File: src/rtl/rm_pkg.sv
package rm_pkg;

  localparam logic [7:0] IDLE_CODE = 8'h07;
  localparam logic [7:0] TERM_CODE = 8'hFD;
  localparam logic [7:0] SEQ_CODE  = 8'h9C;
  localparam logic [63:0] IDLE_WORD = {8{IDLE_CODE}};

  typedef struct packed {
    logic dropIdleLo;
    logic dropIdleHi;
    logic dropSeqLo;
    logic dropSeqHi;
    logic insIdle;
    logic pop;
  } rm_strobe_t;

  function automatic logic laneAllIdle(input logic [31:0] d, input logic [3:0] c);
    logic ok;
    ok = 1'b1;
    for (int b = 0; b < 4; b++)
      if (!(c[b] && d[8*b +: 8] == IDLE_CODE)) ok = 1'b0;
    return ok;
  endfunction

  function automatic logic laneHasTerm(input logic [31:0] d, input logic [3:0] c);
    logic hit;
    hit = 1'b0;
    for (int b = 0; b < 4; b++)
      if (c[b] && d[8*b +: 8] == TERM_CODE) hit = 1'b1;
    return hit;
  endfunction

  function automatic logic laneIsSeq(input logic [31:0] d, input logic [3:0] c);
    return c[0] && d[7:0] == SEQ_CODE;
  endfunction

endpackage

File: src/rtl/rm_ctrl.sv
module rm_ctrl
  import rm_pkg::*;
#(
  parameter int DEPTH     = 8,
  parameter int LOW_MARK  = 2,
  parameter int HIGH_MARK = 6,
  localparam int CW = $clog2(DEPTH + 1)
) (
  input  logic          inValid,
  input  logic [63:0]   inData,
  input  logic [7:0]    inCtrl,
  input  logic          outReady,
  input  logic [CW-1:0] fillCount,
  input  logic          prevLowTerm,
  input  logic          prevHighSeq,
  input  logic          lastOutOk,
  output rm_strobe_t    strb
);

  logic [1:0] laneIdle, laneTerm, laneSeq;

  for (genvar i = 0; i < 2; i++) begin : g_lane
    assign laneIdle[i] = laneAllIdle(inData[32*i +: 32], inCtrl[4*i +: 4]);
    assign laneTerm[i] = laneHasTerm(inData[32*i +: 32], inCtrl[4*i +: 4]);
    assign laneSeq[i]  = laneIsSeq(inData[32*i +: 32], inCtrl[4*i +: 4]);
  end

  logic aboveHigh, belowLow;
  assign aboveHigh = fillCount >= CW'(HIGH_MARK);
  assign belowLow  = fillCount <  CW'(LOW_MARK);

  always_comb begin
    strb = '0;
    if (inValid && aboveHigh) begin
      if (laneIdle[0] && !laneTerm[1])      strb.dropIdleLo = 1'b1;
      else if (laneIdle[1] && !prevLowTerm) strb.dropIdleHi = 1'b1;
      else if (laneSeq[0] && prevHighSeq)   strb.dropSeqLo  = 1'b1;
      else if (laneSeq[1] && laneSeq[0])    strb.dropSeqHi  = 1'b1;
    end
    strb.insIdle = outReady && belowLow && lastOutOk;
    strb.pop     = outReady && !strb.insIdle && fillCount != '0;
  end

endmodule

File: src/rtl/rm_datapath.sv
module rm_datapath
  import rm_pkg::*;
#(
  parameter int DEPTH = 8,
  localparam int AW = (DEPTH > 1) ? $clog2(DEPTH) : 1,
  localparam int CW = $clog2(DEPTH + 1),
  localparam int WW = 72
) (
  input  logic          clk,
  input  logic          rstN,
  input  logic          inValid,
  input  logic [63:0]   inData,
  input  logic [7:0]    inCtrl,
  input  rm_strobe_t    strb,
  output logic [CW-1:0] fillCount,
  output logic          prevLowTerm,
  output logic          prevHighSeq,
  output logic          lastOutOk,
  output logic          outValid,
  output logic [63:0]   outData,
  output logic [7:0]    outCtrl
);

  logic [WW-1:0] mem [DEPTH];
  logic [AW-1:0] wrPtr, rdPtr;
  logic          pendValid;
  logic [35:0]   pendLane;

  logic [35:0] lane0, lane1, survivor;
  assign lane0 = {inCtrl[3:0], inData[31:0]};
  assign lane1 = {inCtrl[7:4], inData[63:32]};

  logic dropAny;
  assign dropAny  = strb.dropIdleLo | strb.dropIdleHi | strb.dropSeqLo | strb.dropSeqHi;
  assign survivor = (strb.dropIdleLo | strb.dropSeqLo) ? lane1 : lane0;

  logic        wrEn;
  logic [35:0] wrLo, wrHi;
  always_comb begin
    if (dropAny) begin
      wrEn = pendValid;
      wrLo = pendLane;
      wrHi = survivor;
    end else begin
      wrEn = inValid;
      wrLo = pendValid ? pendLane : lane0;
      wrHi = pendValid ? lane0 : lane1;
    end
  end

  function automatic logic [AW-1:0] stepPtr(input logic [AW-1:0] p);
    return (p == AW'(DEPTH - 1)) ? '0 : p + 1'b1;
  endfunction

  always_ff @(posedge clk)
    if (wrEn) mem[wrPtr] <= {wrHi[35:32], wrLo[35:32], wrHi[31:0], wrLo[31:0]};

  logic [WW-1:0] head;
  assign head = mem[rdPtr];

  always_ff @(posedge clk) begin
    if (!rstN) begin
      wrPtr       <= '0;
      rdPtr       <= '0;
      fillCount   <= '0;
      pendValid   <= 1'b0;
      pendLane    <= '0;
      prevLowTerm <= 1'b0;
      prevHighSeq <= 1'b0;
      lastOutOk   <= 1'b1;
      outValid    <= 1'b0;
      outData     <= '0;
      outCtrl     <= '0;
    end else begin
      if (wrEn)     wrPtr <= stepPtr(wrPtr);
      if (strb.pop) rdPtr <= stepPtr(rdPtr);
      case ({wrEn, strb.pop})
        2'b10:   fillCount <= fillCount + 1'b1;
        2'b01:   fillCount <= fillCount - 1'b1;
        default: fillCount <= fillCount;
      endcase

      if (dropAny) begin
        pendValid <= !pendValid;
        if (!pendValid) pendLane <= survivor;
      end else if (inValid && pendValid) begin
        pendLane <= lane1;
      end

      if (inValid) begin
        prevLowTerm <= laneHasTerm(lane0[31:0], lane0[35:32]);
        prevHighSeq <= laneIsSeq(lane1[31:0], lane1[35:32]);
      end

      outValid <= strb.insIdle | strb.pop;
      if (strb.insIdle) begin
        outData   <= IDLE_WORD;
        outCtrl   <= 8'hFF;
        lastOutOk <= 1'b1;
      end else if (strb.pop) begin
        outData   <= head[63:0];
        outCtrl   <= head[71:64];
        lastOutOk <= laneAllIdle(head[63:32], head[71:68]) | laneIsSeq(head[63:32], head[71:68]);
      end
    end
  end

endmodule

File: src/rtl/idle_rate_matcher.sv
module idle_rate_matcher
  import rm_pkg::*;
#(
  parameter int DEPTH     = 8,
  parameter int LOW_MARK  = 2,
  parameter int HIGH_MARK = 6,
  localparam int CW = $clog2(DEPTH + 1)
) (
  input  logic        clk,
  input  logic        rstN,
  input  logic        inValid,
  input  logic [63:0] inData,
  input  logic [7:0]  inCtrl,
  input  logic        outReady,
  output logic        outValid,
  output logic [63:0] outData,
  output logic [7:0]  outCtrl
);

  rm_strobe_t    strb;
  logic [CW-1:0] fillCount;
  logic          prevLowTerm, prevHighSeq, lastOutOk;

  rm_ctrl #(.DEPTH(DEPTH), .LOW_MARK(LOW_MARK), .HIGH_MARK(HIGH_MARK)) uCtrl (
    .inValid(inValid), .inData(inData), .inCtrl(inCtrl), .outReady(outReady),
    .fillCount(fillCount), .prevLowTerm(prevLowTerm), .prevHighSeq(prevHighSeq),
    .lastOutOk(lastOutOk), .strb(strb)
  );

  rm_datapath #(.DEPTH(DEPTH)) uPath (
    .clk(clk), .rstN(rstN), .inValid(inValid), .inData(inData), .inCtrl(inCtrl),
    .strb(strb), .fillCount(fillCount), .prevLowTerm(prevLowTerm),
    .prevHighSeq(prevHighSeq), .lastOutOk(lastOutOk),
    .outValid(outValid), .outData(outData), .outCtrl(outCtrl)
  );

endmodule

File: config.mk
export PLATFORM = sky130hd
export DESIGN_NAME = idle_rate_matcher
export DESIGN_NICKNAME = d
export VERILOG_FILES = /design/src/rtl/rm_pkg.sv /design/src/rtl/rm_ctrl.sv /design/src/rtl/rm_datapath.sv /design/src/rtl/idle_rate_matcher.sv
export SDC_FILE = /design/constraint.sdc
export NUM_CORES = 1
export LEC_CHECK = 0
export BUFFER_PORTS_ARGS = -buffer_cell sky130_fd_sc_hd__buf_2
export CORE_MARGIN = 2
export CORE_UTILIZATION = 45
export CTS_CLUSTER_DIAMETER = 120
export DETAILED_ROUTE_END_ITERATION = 8
export MAX_ROUTING_LAYER = met4
export PLACE_DENSITY = 0.72
export SETUP_SLACK_MARGIN = 0.5
export SLEW_MARGIN = 20
export SYNTH_ARGS = -nofsm -noshare
export SYNTH_HDL_FRONTEND = slang
export SYNTH_SLANG_ARGS = --single-unit
File: constraint.sdc
create_clock -name clk -period 12.7 [get_ports clk]
set_clock_uncertainty 0.2 [all_clocks]
set_input_delay 0.635 -clock clk [delete_from_list [all_inputs] [get_ports clk]]
set_output_delay 0.635 -clock clk [all_outputs]
set_load 0.01 [all_outputs]
# Yosys cells after proc, flatten, opt, wreduce, memory -nomap -nowiden
# Memories as Yosys holds them, arrays and structs flattened. A register that Yosys moved wholly into a read port is not among the register bits.
# Cells that the tools add are included.
[word_totals] regBits=123 ramBits=576 in_bits=76 n_memories=1
[classes] n_addsub=4 magnitude_cmp=2 eq_ne=28 mux=51 n_bitwise=7 reduce_logical=43
[memory_table] name="uPath.mem" depth=8 width=72 rd=1 rd_ports_with_merged_regs=1 wr=1 line="rm_datapath.sv:24" rtl="logic [WW-1:0] mem [DEPTH];"
[op_table] op="two-way mux 36 bit" n=8
[op_table] op="two-way mux 59 bit" n=2
[op_table] op="== test 8 x 3 -> 1 bit, second input constant" n=12
[op_table] op="== test 8 bit, second input constant" n=11
[op_table] op="logical AND 1 bit" n=33
[op_table] op="two-way mux 1 bit" n=31
[op_table] op="two-way mux 8 bit" n=2
[op_table] op="two-way mux 3 bit" n=5
[op_table] op="case mux 4 bit (2 select lines)" n=1
[op_table] op="adder 3 x 1 -> 3 bit, second input constant" n=2
[op_table] op="== test 3 bit, second input constant" n=2
[op_table] op="bitwise OR 1 bit" n=6
[op_table] op="nonzero test 2 bit" n=3
[op_table] op="adder 4 x 1 -> 4 bit, second input constant" n=1
[op_table] op=">= comparator 4 x 3 -> 1 bit, second input constant" n=1
[op_table] op="logical NOT 1 bit" n=4
[op_table] op="less-than comparator 4 x 2 -> 1 bit, second input constant" n=1
[op_table] op="two-way mux 4 bit" n=1
[op_table] op="nonzero test 4 bit" n=1
[op_table] op="subtractor 4 x 1 -> 4 bit, second input constant" n=1
[op_table] op="== test 2 x 1 -> 1 bit, second input constant" n=1
[op_table] op="== test 2 bit, second input constant" n=1
[op_table] op="two-way mux 2 bit" n=1
[op_table] op="!= test 2 bit, second input constant" n=1
[op_table] op="other kinds (3)" n=3

# Depth between registers and ports, before layout
# Gate-level depths: netlist (run 1).
[depth] depth_word=16 depth_mapped=14 ltp_nobuf=13

# Cells and area by module
# From an unflattened synthesis (run 1), not the netlist that was laid out.
[hier_totals] cells_unflattened=1609 area_unflattened_um2=28202.0
[modules_own_cells] module="rm_datapath" instances=1 cells_each=1555 area_each_um2=27817.9 seq_area_each_um2=19819.0
[modules_own_cells] module="rm_ctrl" instances=1 cells_each=54 area_each_um2=384.1 seq_area_each_um2=0.0

# Worst setup path before layout (run 1)
# OpenSTA, ideal clock, no wires.
[synth_timing] path_type="input -> register" startpoint="input port inCtrl[7]" endpoint="memory uPath.mem[0][0] (enable)" setup_time_ns=0.679 arrival_time_ns=8.590 t_required_ns=11.821 setup_slack_ns=3.231 cell_stages=7 path_buffers=0 path_cell_list="and3_1 > nand4_1 > or4_1 > o21a_1 > a21o_1 > o21ai_2 > nor4_1"
[synth_via] elab_chain_cells=12 elab_cells_between_ends=18 cone_classes="mux (10); bitwise (3); reduce/logical (5)"
[synth_rtl] item="start: declaration" line="idle_rate_matcher.sv:13" rtl="input logic [7:0] inCtrl,"
[synth_rtl] item="logical AND 1 bit (on tied branches)" line="rm_pkg.sv:21, rm_pkg.sv:29"
[synth_rtl] item="two-way mux 1 bit (on tied branches)" line="rm_pkg.sv:21, rm_pkg.sv:29"
[synth_rtl] item="logical AND 1 bit or logical NOT 1 bit (tied branches)" line="rm_ctrl.sv:36, rm_ctrl.sv:35"
[synth_rtl] item="two-way mux 1 bit or logical AND 1 bit (tied branches)" line="rm_ctrl.sv:36, rm_ctrl.sv:35"
[synth_rtl] item="two-way mux 3 bit or two-way mux 1 bit (tied branches)" line="rm_ctrl.sv:35" rtl="if (laneIdle[0] && !laneTerm[1]) strb.dropIdleLo = 1'b1;"
[synth_rtl] item="two-way mux 4 bit *" line="rm_ctrl.sv:34" rtl="if (inValid && aboveHigh) begin"
[synth_rtl] item="bitwise OR 1 bit (2 in series)" line="rm_datapath.sv:34" rtl="assign dropAny = strb.dropIdleLo | strb.dropIdleHi | strb.dropSeqLo | strb.dropSeqHi;"
[synth_rtl] item="bitwise OR 1 bit *" line="rm_datapath.sv:34"
[synth_rtl] item="two-way mux 1 bit *" line="rm_datapath.sv:40" rtl="if (dropAny) begin"
[synth_rtl] item="two-way mux 1 bit *" line="rm_datapath.sv:56" rtl="if (wrEn) mem[wrPtr] <= {wrHi[35:32], wrLo[35:32], wrHi[31:0], wrLo[31:0]};"
[synth_rtl] item="two-way mux 1 bit (implied by the code) *" line="rm_datapath.sv:56"
[synth_rtl] item="end: declaration" line="rm_datapath.sv:24"
# Mark *: on every way between the ends. The rest lies on a longest branch, timed or not.

# Worst setup path in the final report (run 1)
[layout_timing] startpoint="input port inCtrl[1]" endpoint="register uPath.fillCount[2]"
[layout_via] elab_chain_cells=13 elab_cells_between_ends=16 cone_classes="eq/ne (2); mux (8); bitwise (3); reduce/logical (3)"
[layout_rtl] item="logical AND 1 bit *" line="rm_pkg.sv:21" rtl="if (!(c[b] && d[8*b +: 8] == IDLE_CODE)) ok = 1'b0;"
[layout_rtl] item="two-way mux 1 bit * (3 in series)" line="rm_pkg.sv:21"
[layout_rtl] item="logical AND 1 bit *" line="rm_ctrl.sv:35"
[layout_rtl] item="two-way mux 1 bit or two-way mux 3 bit (tied branches)" line="rm_ctrl.sv:35"
[layout_rtl] item="two-way mux 4 bit *" line="rm_ctrl.sv:34"
[layout_rtl] item="bitwise OR 1 bit (2 in series)" line="rm_datapath.sv:34"
[layout_rtl] item="bitwise OR 1 bit *" line="rm_datapath.sv:34"
[layout_rtl] item="two-way mux 1 bit *" line="rm_datapath.sv:40"
[layout_rtl] item="== test 2 x 1 -> 1 bit or == test 2 bit (tied branches)" line="rm_datapath.sv:77" rtl="case ({wrEn, strb.pop})"
[layout_rtl] item="case mux 4 bit (2 select lines) or nonzero test 2 bit (tied branches)"
[layout_rtl] item="end signal: assignment" line="rm_datapath.sv:78" rtl="2'b10: fillCount <= fillCount + 1'b1;"
[layout_rtl] item="end signal: assignment" line="rm_datapath.sv:79" rtl="2'b01: fillCount <= fillCount - 1'b1;"
[layout_rtl] item="end signal: assignment" line="rm_datapath.sv:80" rtl="default: fillCount <= fillCount;"
[layout_rtl] item="end: declaration" line="rm_datapath.sv:15" rtl="output logic [CW-1:0] fillCount,"
# Marked as above.
# A chain may end at the register's enable or synchronous reset.

==> flow_summary_export.csv, run 1 <==
group,metric,value,unit
clocking,root_buffer,"clkbuf_16",
power,combPwrFrac,16.0,%
setup_path,startpoint_type,"primary input",
placed_design,place.port_buffers,148,
drt,route.detailed.drc,0,
power,seqPwrFrac,47.2,%
placed_design,dp_slack,7680,ps
global_route,first_global_vias,15686,
sta,finalCritPeriodShare,35.3,%
clocking,cts.sinks,702,
sta,period_minus_slack,4480,ps
drt,finalWirelength,72300,um
sta,tightest_slew,1080,ps
sta,rsz0062_at_grt,"no",
setup_path,critical-path-slowest-cell,"or4_1",
floorplanning,dieArea,64700,sq um
setup_path,timing.rr.end,"uPath.lastOutOk",
drt,detail_route.iter0.violations,1698,
global_route,grt_pass1_wl,105000,um
sta,fmax,223,MHz
power,power.internal,0.00423,W
sta,finalSetupViolCount,0,
setup_path,crit_cells,14,
finish,stdcell_count,2650,
power,ir_drop,0.0853,mV
floorplanning,dieHeight,254,um
clocking,cts_resized,0,
floorplanning,die_w,254,um
worst_hold_path,hold_start,"inData[18]",
global_route,grt_antenna_before_repair,11,
synthesis,yosys_warnings,0,
worst_hold_path,min_to,"uPath.pendLane[18]",
synthesis,avgSynthCellArea,17.8,sq um
power,p_clk_share,36.7,%
clocking,cts_post_setup_buffers_inserted,0,
floorplanning,io_pins,149,
setup_path,crit_chain,"buf_2, nand3_1, or4_1, or4b_4, or2_4, a21o_1, o21ai_2, ha_1, xor2_1, ha_1, a21oi_1, xor2_1, or3_1, a21oi_1",
power,swShare,26.2,%
global_route,grt_max_degree,97,
setup_path,crit_fanout,15,
finish,final_nets,1822,
run_status,status,"finished clean",
placed_design,numPlacedInstances,2501,
setup_path,end_kind,"flop",
setup_path,required,13030,ps
sta,setup_ws,8220,ps
finish,layout_commonest_cell,"edfxtp_1",
drt,vias_per_cell,5.99,
clocking,cts_tree,"yes",
drt,drt_pass1_iterations,5,
setup_path,critPathTopFamily,"simple AND/OR/NAND/NOR gates",
clocking,postCtsHoldBufs,0,
placed_design,dpl-instance-area,29900,sq um
finish,areaGrowthSynthToFinish,14.6,%
synthesis,syn_inst,1582,
power,power_density,177,nW/um^2
placed_design,dp_hpwl,45700,um
floorplanning,start_util,45.6,%
synthesis,synth_edf_count,576,
synthesis,synth_cell_types,58,
power,switchingPower,0.00150,W
finish,drive_above_1_share,28.2,%
sta,slew_violations,0,
flow_run,timing.max_cap.violations,0,
global_route,grt_usage,23.1,%
worst_hold_path,holdPathStages,3,
finish,fin_area,32300,sq um
synthesis,synth_area,28200,sq um
drt,wl_per_cell,27.3,um
floorplanning,row_count,91,
sta,hold_viol_final,0,
worst_hold_path,hp-class,"in -> reg",
synthesis,ys_ff_latch,702,
sta,finalSetupTns,0,ps
synthesis,synth_nets,1665,
global_route,overflow,0,
setup_path,critPathKind,"in -> reg",
power,p_leak,10.5,nW
setup_path,cp.arrival,4810,ps
setup_path,slowest_delay,570,ps
synthesis,ys_async_sr_fraction,0,%
clocking,cts.clk_slew.worst_paths,60,ps
placed_design,gp_congestion,0.957,
clocking,cts_buffer_depth,3,
drt,postRouteAntennaNets,0,
setup_path,cp_num_buf_inv,1,
synthesis,ys.flop_type,"edfxtp_1",
finish,layout_common_cells,"edfxtp_1, buf_2, mux4_2",
clocking,cts_made_buffers,72,
clocking,worstSkewPairLatency,620,ps
drt,num_vias,15875,
synthesis,seq_area_frac_synth,70.3,%
sta,max_slew_margin,27.7,%
setup_path,reg2reg_depth,8,
clocking,h-tree-depth,3,
floorplanning,fp.coreArea,61800,sq um
setup_path,r2r_setup_slack,8310,ps
-- power by group through the flow --
stage | clock network [W] | registers, W | logic (W)
after floorplan | 0 | 0.00275 | 0.000595
after global placement | 0 | 0.00275 | 0.000904
after detailed placement | 0 | 0.00276 | 0.000920
after CTS | 0.00213 | 0.00271 | 0.000923
after global routing | 0.00222 | 0.00272 | 0.000992
final | 0.00211 | 0.00271 | 0.000919
-- state kept, by name (all words and copies together) (netlist names), named ones only --
name and flops:
uPath.outCtrl 8, uPath.fillCount 4, uPath.lastOutOk 1, uPath.pendValid 1
uPath.mem 576, uPath.wrPtr 3, uPath.rdPtr 3, uPath.outValid 1
uPath.prevLowTerm 1, uPath.prevHighSeq 1, uPath.outData 64, uPath.pendLane 36
-- cell usage after synthesis (3+ instances only) --
cell type	instances	area, sq um
mux2_2	34	383
buf_1	12	45.0
mux4_2	144	3240
and3_1	4	25.0
nor4b_1	7	61.3
nand4b_1	6	52.6
or4_1	3	22.5
nand2b_1	3	18.8
buf_6	9	101
o21ai_0	65	325
mux2_1	23	259
inv_1	10	37.5
xor2_1	3	26.3
nor4_1	17	106
a311oi_1	4	35.0
nor2_1	55	206
a21o_1	3	22.5
nand3_1	14	70.1
dfxtp_1	126	2520
ha_1	7	87.6
mux2i_1	102	1020
nand2_1	57	214
nand4_1	15	93.8
mux2_4	18	270
buf_2	13	65.1
o21a_1	19	143
nand3b_1	3	22.5
clkbuf_1	63	236
nor2b_1	4	25.0
nor3_1	8	40.0
a21oi_1	42	210
nor3b_1	22	165
a211oi_1	55	413
or3_1	5	31.3
edfxtp_1	576	17300
-- kinds of logic after synthesis --
kind of cell	Yosys count	share of synthesized area [%]
xor gates and xnor gates	5	0.155
and+or+nand+nor	235	4.48
DFF	702	70.3
buffers and inverters	107	1.72
muxes	321	18.3
adders and majority gates	7	0.310
AOI/OAI and AO/OA	205	4.73
-- worst max path at each step --
stage / end / start
after floorplan: uPath.mem[0][0] / inCtrl[7]
after global placement: uPath.fillCount[2] / inCtrl[3]
after detailed placement: uPath.fillCount[2] / inCtrl[1]
after CTS: uPath.lastOutOk / flop
after global routing: uPath.lastOutOk / flop
final: uPath.fillCount[2] / inCtrl[1]
-- per-layer routing --
metal	share of wire (%)	vias up	GRT usage [%]
met3	9.9	136	5.71
met5	0	-	-
met1	40	8201	30.7
li1	-	6746	-
met2	47	792	35.4
met4	2.8	0	7.06
-- worst reg2reg max path, delay by kind of cell (launching register included) --
kind / cells / cell delay, ps
AND/OR/NAND/NOR: 3 / 410
multiplexers: 2 / 1160
AO/OA/AOI/OAI: 1 / 310
buffers and inverters: 2 / 1310
flip-flops: 1 / 890
-- final cells by class --
class,count,area [sq um]
inverters,10,40.0
clock inverters,34,369
fillers,4907,29500
diodes,14,35.0
multi-input cells,773,7970
flip-flops and latches,702,19800
repair buffers,180,1060
well taps,837,1050
clock buffers,100,1990
-- stage by stage --
stage                     power, W  hold slack (ps)  util (%)
after global routing       0.00594              170      52.3
final                      0.00573              173      52.3
after CTS                  0.00577              123      52.2
after floorplan            0.00335              236         -
after global placement     0.00365              244      48.3
after detailed placement   0.00368              253      48.4
Note: power is estimated with default switching activity, not from simulation.
==> run 2: changes to the inputs <==
clock period = 4.3 ns   (was 12.7 ns; I/O delays follow)
==> run 2 against run 1 <==
Compared with the run above:
- register-to-register slack worse by 7600 ps
- worst hold slack worse by 170 ps
- total power rose to 3.0 times the previous value
- die area unchanged
- via count up 2.4%
- sequential share of layout area down 2.3 points
- non-clock buffer count up 124
- core utilization up 2.0 points
- sequential cell count unchanged
- clock power rose to 2.9 times the previous value
- critical path depth down 2
- count of clock-buffer cells in the layout down 1
- largest cell class unchanged
==> flow_summary_export.csv, run 2 (same netlist as run 1, synthesis figures left out) <==
group,metric,value,unit
run_status,status,"finished clean",
drt,num_vias,16262,
sta,period_minus_slack,3700,ps
sta,hold_viol_final,0,
drt,vias_per_cell,5.87,
setup_path,cp.arrival,4050,ps
global_route,grt_max_degree,75,
sta,setup_ws,596,ps
setup_path,crit_fanout,17,
finish,layout_common_cells,"edfxtp_1, buf_2, mux4_2",
clocking,cts_tree,"yes",
floorplanning,io_pins,149,
setup_path,critical_path.most_common_cell,"dlygate4sd3_1",
power,p_leak,11.0,nW
setup_path,required,4640,ps
finish,final_nets,1947,
finish,largest_register_ffs,576,
global_route,gr-usage-met2,36.1,%
finish,drive_above_1_share,28.5,%
sta,finalSetupTns,0,ps
finish,fillCellCount,4782,
floorplanning,dieArea,64700,sq um
floorplanning,dieHeight,254,um
clocking,h-tree-depth,3,
global_route,first_global_vias,16561,
finish,layout_commonest_cell,"edfxtp_1",
global_route,grt_antenna_before_repair,11,
drt,drt_pass1_iterations,5,
drt,postRouteAntennaNets,0,
setup_path,startpoint_type,"primary input",
global_route,overflow,0,
placed_design,dp_hpwl,46100,um
power,ir_drop,0.315,mV
placed_design,dp_slack,346,ps
global_route,met1_usage,30.7,%
global_route,grt_pass1_wl,107000,um
finish,seqCellArea,19800,sq um
drt,detail_route.iter0.violations,1708,
drt,finalWirelength,73700,um
sta,tightest_slew,1070,ps
placed_design,numPlacedInstances,2525,
setup_path,crit_chain,"dlygate4sd3_1, buf_2, nor4b_1, nand4_1, nor4_2, nor2_2, nor2_1, buf_4, nand2_1, dlygate4sd3_1, a311oi_1, dlygate4sd3_1",
global_route,use_met3,5.58,%
floorplanning,die_w,254,um
setup_path,slowest_delay,590,ps
finish,regMostFlops,"uPath.mem",
power,power_density,506,nW/um^2
worst_hold_path,hp-class,"in -> reg",
global_route,top_usage_layer,"met2",
global_route,grt_usage,23.6,%
clocking,cts.clk_slew.worst_paths,60,ps
power,p_total,0.0170,W
clocking,cts.sinks,702,
sta,max_slew_margin,28.3,%
clocking,worstSkewPairLatency,600,ps
floorplanning,row_count,91,
flow_run,timing.max_cap.violations,0,
setup_path,critPathKind,"in -> reg",
finish,areaGrowthSynthToFinish,19.1,%
drt,route.detailed.drc,0,
sta,slew_violations,0,
floorplanning,fp.coreArea,61800,sq um
finish,stdcell_count,2772,
sta,fmax,270,MHz
setup_path,critPathTopFamily,"buffers and inverters",
clocking,cts_made_buffers,73,
clocking,root_buffer,"clkbuf_16",
finish,top_regs,"uPath.mem (576), uPath.outData (64), uPath.pendLane (36)",
placed_design,gp_congestion,0.914,
finish,multiInputGateArea,8060,sq um
drt,wl_per_cell,26.6,um
sta,finalSetupViolCount,0,
floorplanning,start_util,45.6,%
setup_path,end_kind,"flop",
sta,rsz0062_at_grt,"no",
sta,finalCritPeriodShare,86.1,%
placed_design,place.port_buffers,148,
setup_path,cp_num_buf_inv,5,
clocking,cts_buffer_depth,3,
setup_path,critical-path-slowest-cell,"dlygate4sd3_1",
-- run 2: changes by cell type in the layout (fill, tap and decap cells not counted), sizes merged --
cell	change
dlygate4sd3	+96
diode	-2
inv	-1
buf	+27
clkinv	+1
clkinvlp	+3
bufinv	-2
-- run 2: timing repair --
| action | CTS | global route |
|---|---|---|
| resized for setup | 0 | 9 |
| endpoints found under the hold margin | 427 | 0 |
| hold buffers | 96 | 0 |
| endpoints found under the setup margin | 0 | 5 |
| setup buffers | 0 | 3 |
-- run 2: final cells by class --
cell class	count	area share, %
Clock buffer	99	6.16
Sequential cell	702	59.0
Antenna cell	12	0.0894
Timing Repair Buffer	304	6.67
Clock inverter	35	0.856
Tap cell	837	3.12
Inverter	10	0.119
Multi-Input combinational cell	773	24.0
-- run 2: per-layer routing --
metal / wire length, um / share of wire, % / vias to the layer above
li1: - / - / 6992
met1: 29300 / 40 / 8363
met2: 34300 / 47 / 787
met3: 7400 / 10 / 120
met4: 2630 / 3.6 / 0
met5: 0 / 0 / -
-- run 2: per-stage QoR --
stage | hold WS [ps] | utilization, % | area [sq um]
6_report | 0.0671 | 54.4 | 33600
5_1_grt | 45.7 | 54.3 | 33600
4_1_cts | 1.12 | 54.1 | 33500
3_5_place_dp | 251 | 48.8 | 30100
3_3_place_gp | 244 | 48.8 | 30100
2_1_floorplan | 182 | - | 28300
-- run 2: where the power goes --
group          switching, W  internal, W  total [W]
Sequential         0.000244      0.00773    0.00798
Clock               0.00256      0.00362    0.00618
Combinational       0.00164      0.00122    0.00286
-- run 2: worst reg2reg max path, stage by stage (launching register included) --
cell and delay, ps:
dfxtp_1 330, nor4b_1 350, nand4_1 220, nor4_2 370, nor2_2 260, nor2_1 160, buf_4 230, nand2_1 70
dlygate4sd3_1 550, a311oi_1 240, dlygate4sd3_1 590
-- run 2: path summary, 6_finish.rpt --
check | start | endpoint | slack, ps | cells after the start
max | inData[47] | uPath.pendLane[35] | 600 | 12
min | inCtrl[2] | uPath.mem[6][70] | 0.07 | 2
max reg2reg | uPath.prevLowTerm | uPath.pendLane[35] | 670 | 10
min reg2reg | uPath.pendLane[13] | uPath.pendLane[13] | 260 | 2
==> run 3: changes to the inputs <==
SYNTH_HIERARCHICAL = 1   (was default)
==> run 3 against run 2 <==
Compared with the run above:
- critical endpoint is now uPath/pendLane[20]
- global-route usage shrank 0.60 points
- register-to-register slack worse by 160 ps
- synthesized area about the same
- non-clock buffer count decreased by 16
- core utilization barely moved
- sequential share of layout area is 0.051 points higher
==> flow_summary_export.csv, run 3 <==
group,metric,value,unit
drt,route.detailed.drc,0,
clocking,root_buffer,"clkbuf_16",
setup_path,critical_path.most_common_cell,"dlygate4sd3_1",
synthesis,synth_edf_count,576,
synthesis,yosys_warnings,6,
drt,drt_pass1_iterations,5,
synthesis,synth_nets,1692,
setup_path,crit_fanout,36,
finish,layout_common_cells,"edfxtp_1, mux2i_1, buf_2",
synthesis,synthDominantCellAreaShare,61.3,%
placed_design,place.port_buffers,148,
synthesis,synth_cell_types,63,
power,p_leak,11.3,nW
finish,regMostFlops,"uPath/mem",
clocking,cts_tree,"yes",
global_route,grt_max_degree,85,
setup_path,critPathTopFamily,"buffers and inverters",
setup_path,startpoint_type,"primary input",
clocking,cts_made_buffers,72,
placed_design,gp_congestion,0.869,
run_status,status,"finished clean",
floorplanning,dieArea,64700,sq um
synthesis,syn_inst,1609,
synthesis,synth_most_common_cell,"edfxtp_1",
sta,setup_ws,485,ps
floorplanning,start_util,45.6,%
synthesis,seq_area_frac_synth,70.3,%
setup_path,slowest_delay,850,ps
finish,largest_register_ffs,576,
finish,layout_commonest_cell,"edfxtp_1",
worst_hold_path,hp-class,"in -> reg",
clocking,h-tree-depth,3,
finish,areaGrowthSynthToFinish,19.0,%
sta,finalSetupViolCount,0,
floorplanning,dieHeight,254,um
drt,detail_route.iter0.violations,1821,
synthesis,synth.area.top_cells,"edfxtp_1, dfxtp_1, mux4_2",
sta,hold_viol_final,0,
synthesis,ys_async_sr_fraction,0,%
clocking,cts.sinks,702,
synthesis,synthTopCellsByCount,"edfxtp_1, mux2i_1, dfxtp_1",
clocking,cts_buffer_depth,3,
setup_path,required,4600,ps
clocking,worstSkewPairLatency,610,ps
sta,finalCritPeriodShare,88.7,%
synthesis,ys.flop_type,"edfxtp_1",
drt,vias_per_cell,5.92,
finish,top_regs,"uPath/mem (576), uPath/outData (64), uPath/pendLane (36)",
power,power_density,509,nW/um^2
finish,fin_util,54.3,%
setup_path,cp_num_buf_inv,4,
sta,rsz0062_at_grt,"no",
synthesis,synth_top_area_cell,"edfxtp_1",
placed_design,numPlacedInstances,2537,
setup_path,crit_chain,"dlygate4sd3_1, buf_2, nand3_1, o41ai_1, o31a_1, nor2_4, nor3_2, buf_6, mux2i_1, dlygate4sd3_1, nand2_1, o211a_1",
global_route,grt_antenna_before_repair,2,
global_route,grt_usage,23.0,%
floorplanning,fp.coreArea,61800,sq um
setup_path,critical-path-slowest-cell,"o41ai_1",
synthesis,ys_ff_latch,702,
flow_run,timing.max_cap.violations,0,
floorplanning,row_count,91,
finish,final_nets,1956,
drt,wl_per_cell,26.3,um
global_route,grt_pass1_wl,106000,um
drt,postRouteAntennaNets,0,
power,ir_drop,0.287,mV
sta,max_slew_margin,20.7,%
clocking,cts.clk_slew.worst_paths,60,ps
placed_design,dp_hpwl,44300,um
sta,fmax,262,MHz
floorplanning,io_pins,149,
drt,num_vias,16395,
global_route,overflow,0,
drt,finalWirelength,72800,um
synthesis,avgSynthCellArea,17.5,sq um
placed_design,dp_slack,429,ps
setup_path,cp.arrival,4120,ps
finish,drive_above_1_share,27.5,%
setup_path,critPathKind,"in -> reg",
sta,period_minus_slack,3810,ps
sta,slew_violations,0,
floorplanning,die_w,254,um
global_route,first_global_vias,16458,
sta,tightest_slew,1190,ps
finish,stdcell_count,2771,
setup_path,end_kind,"flop",
synthesis,synth_area,28200,sq um
## run 3: cell families after synthesis
logic type               count (synthesis)  synth area share (%)
AND/OR/NAND/NOR                        262                  4.71
flip-flops                             702                  70.3
AO/OA/AOI/OAI                          191                  5.11
buffers and inverters                  103                  2.08
XOR/XNOR                                 4                 0.124
adder cells (fa/ha/maj)                  7                 0.311
multiplexers                           340                  17.4
## run 3: area by class of cell
class                           count  area (sq um)
Inverter                            5          18.8
Timing Repair Buffer              288          2290
Multi-Input combinational cell    804          8020
Clock buffer                       87          1960
Clock inverter                     47           409
Fill cell                        4759         28300
Tap cell                          837          1050
Sequential cell                   702         19800
Antenna cell                        1          2.50
## run 3: path summary, 6_finish.rpt
check	from	end	slack (ps)	cells past startpoint
max	inCtrl[5]	uPath/pendLane[20]	490	12
min	inData[0]	uPath/mem[0][0]	30	2
max reg2reg	uPath/fillCount[1]	uPath/pendLane[20]	510	11
min reg2reg	uPath/outData[27]	uPath/outData[27]	280	2
## run 3: timing repair
| item | 4_1_cts | 5_1_grt |
|---|---|---|
| endpoints found under the setup margin | 0 | 363 |
| gates resized for setup | 0 | 21 |
| buffers inserted | 0 | 3 |
| hold buffers | 94 | 0 |
| hold endpoints to repair | 447 | 0 |
## run 3: metal layers
| layer | track usage (%) | vias to the layer above | part of all wire (%) | routed length (um) |
|---|---|---|---|---|
| li1 | - | 6975 | - | - |
| met1 | 31.2 | 8453 | 41 | 30000 |
| met2 | 35.7 | 861 | 48 | 34700 |
| met3 | 4.08 | 106 | 8.7 | 6320 |
| met4 | 7.11 | 0 | 2.5 | 1790 |
| met5 | - | - | 0 | 0 |
## run 3: power by group
group | switching, W | internal, W | leakage, nW
combinational | 0.00171 | 0.00127 | 3.86
sequential | 0.000229 | 0.00770 | 6.26
clock | 0.00261 | 0.00359 | 1.16
## run 3: stage by stage
step | hold slack (ps) | total power [W] | area [sq um] | setup TNS (ps)
3_5_place_dp | 276 | 0.0109 | 30100 | 0
2_1_floorplan | 137 | 0.00998 | 28300 | -36780
6_report | 30.4 | 0.0171 | 33600 | 0
5_1_grt | 22.4 | 0.0177 | 33600 | 0
4_1_cts | 5.72 | 0.0172 | 33400 | 0
3_3_place_gp | 272 | 0.0109 | 30100 | 0
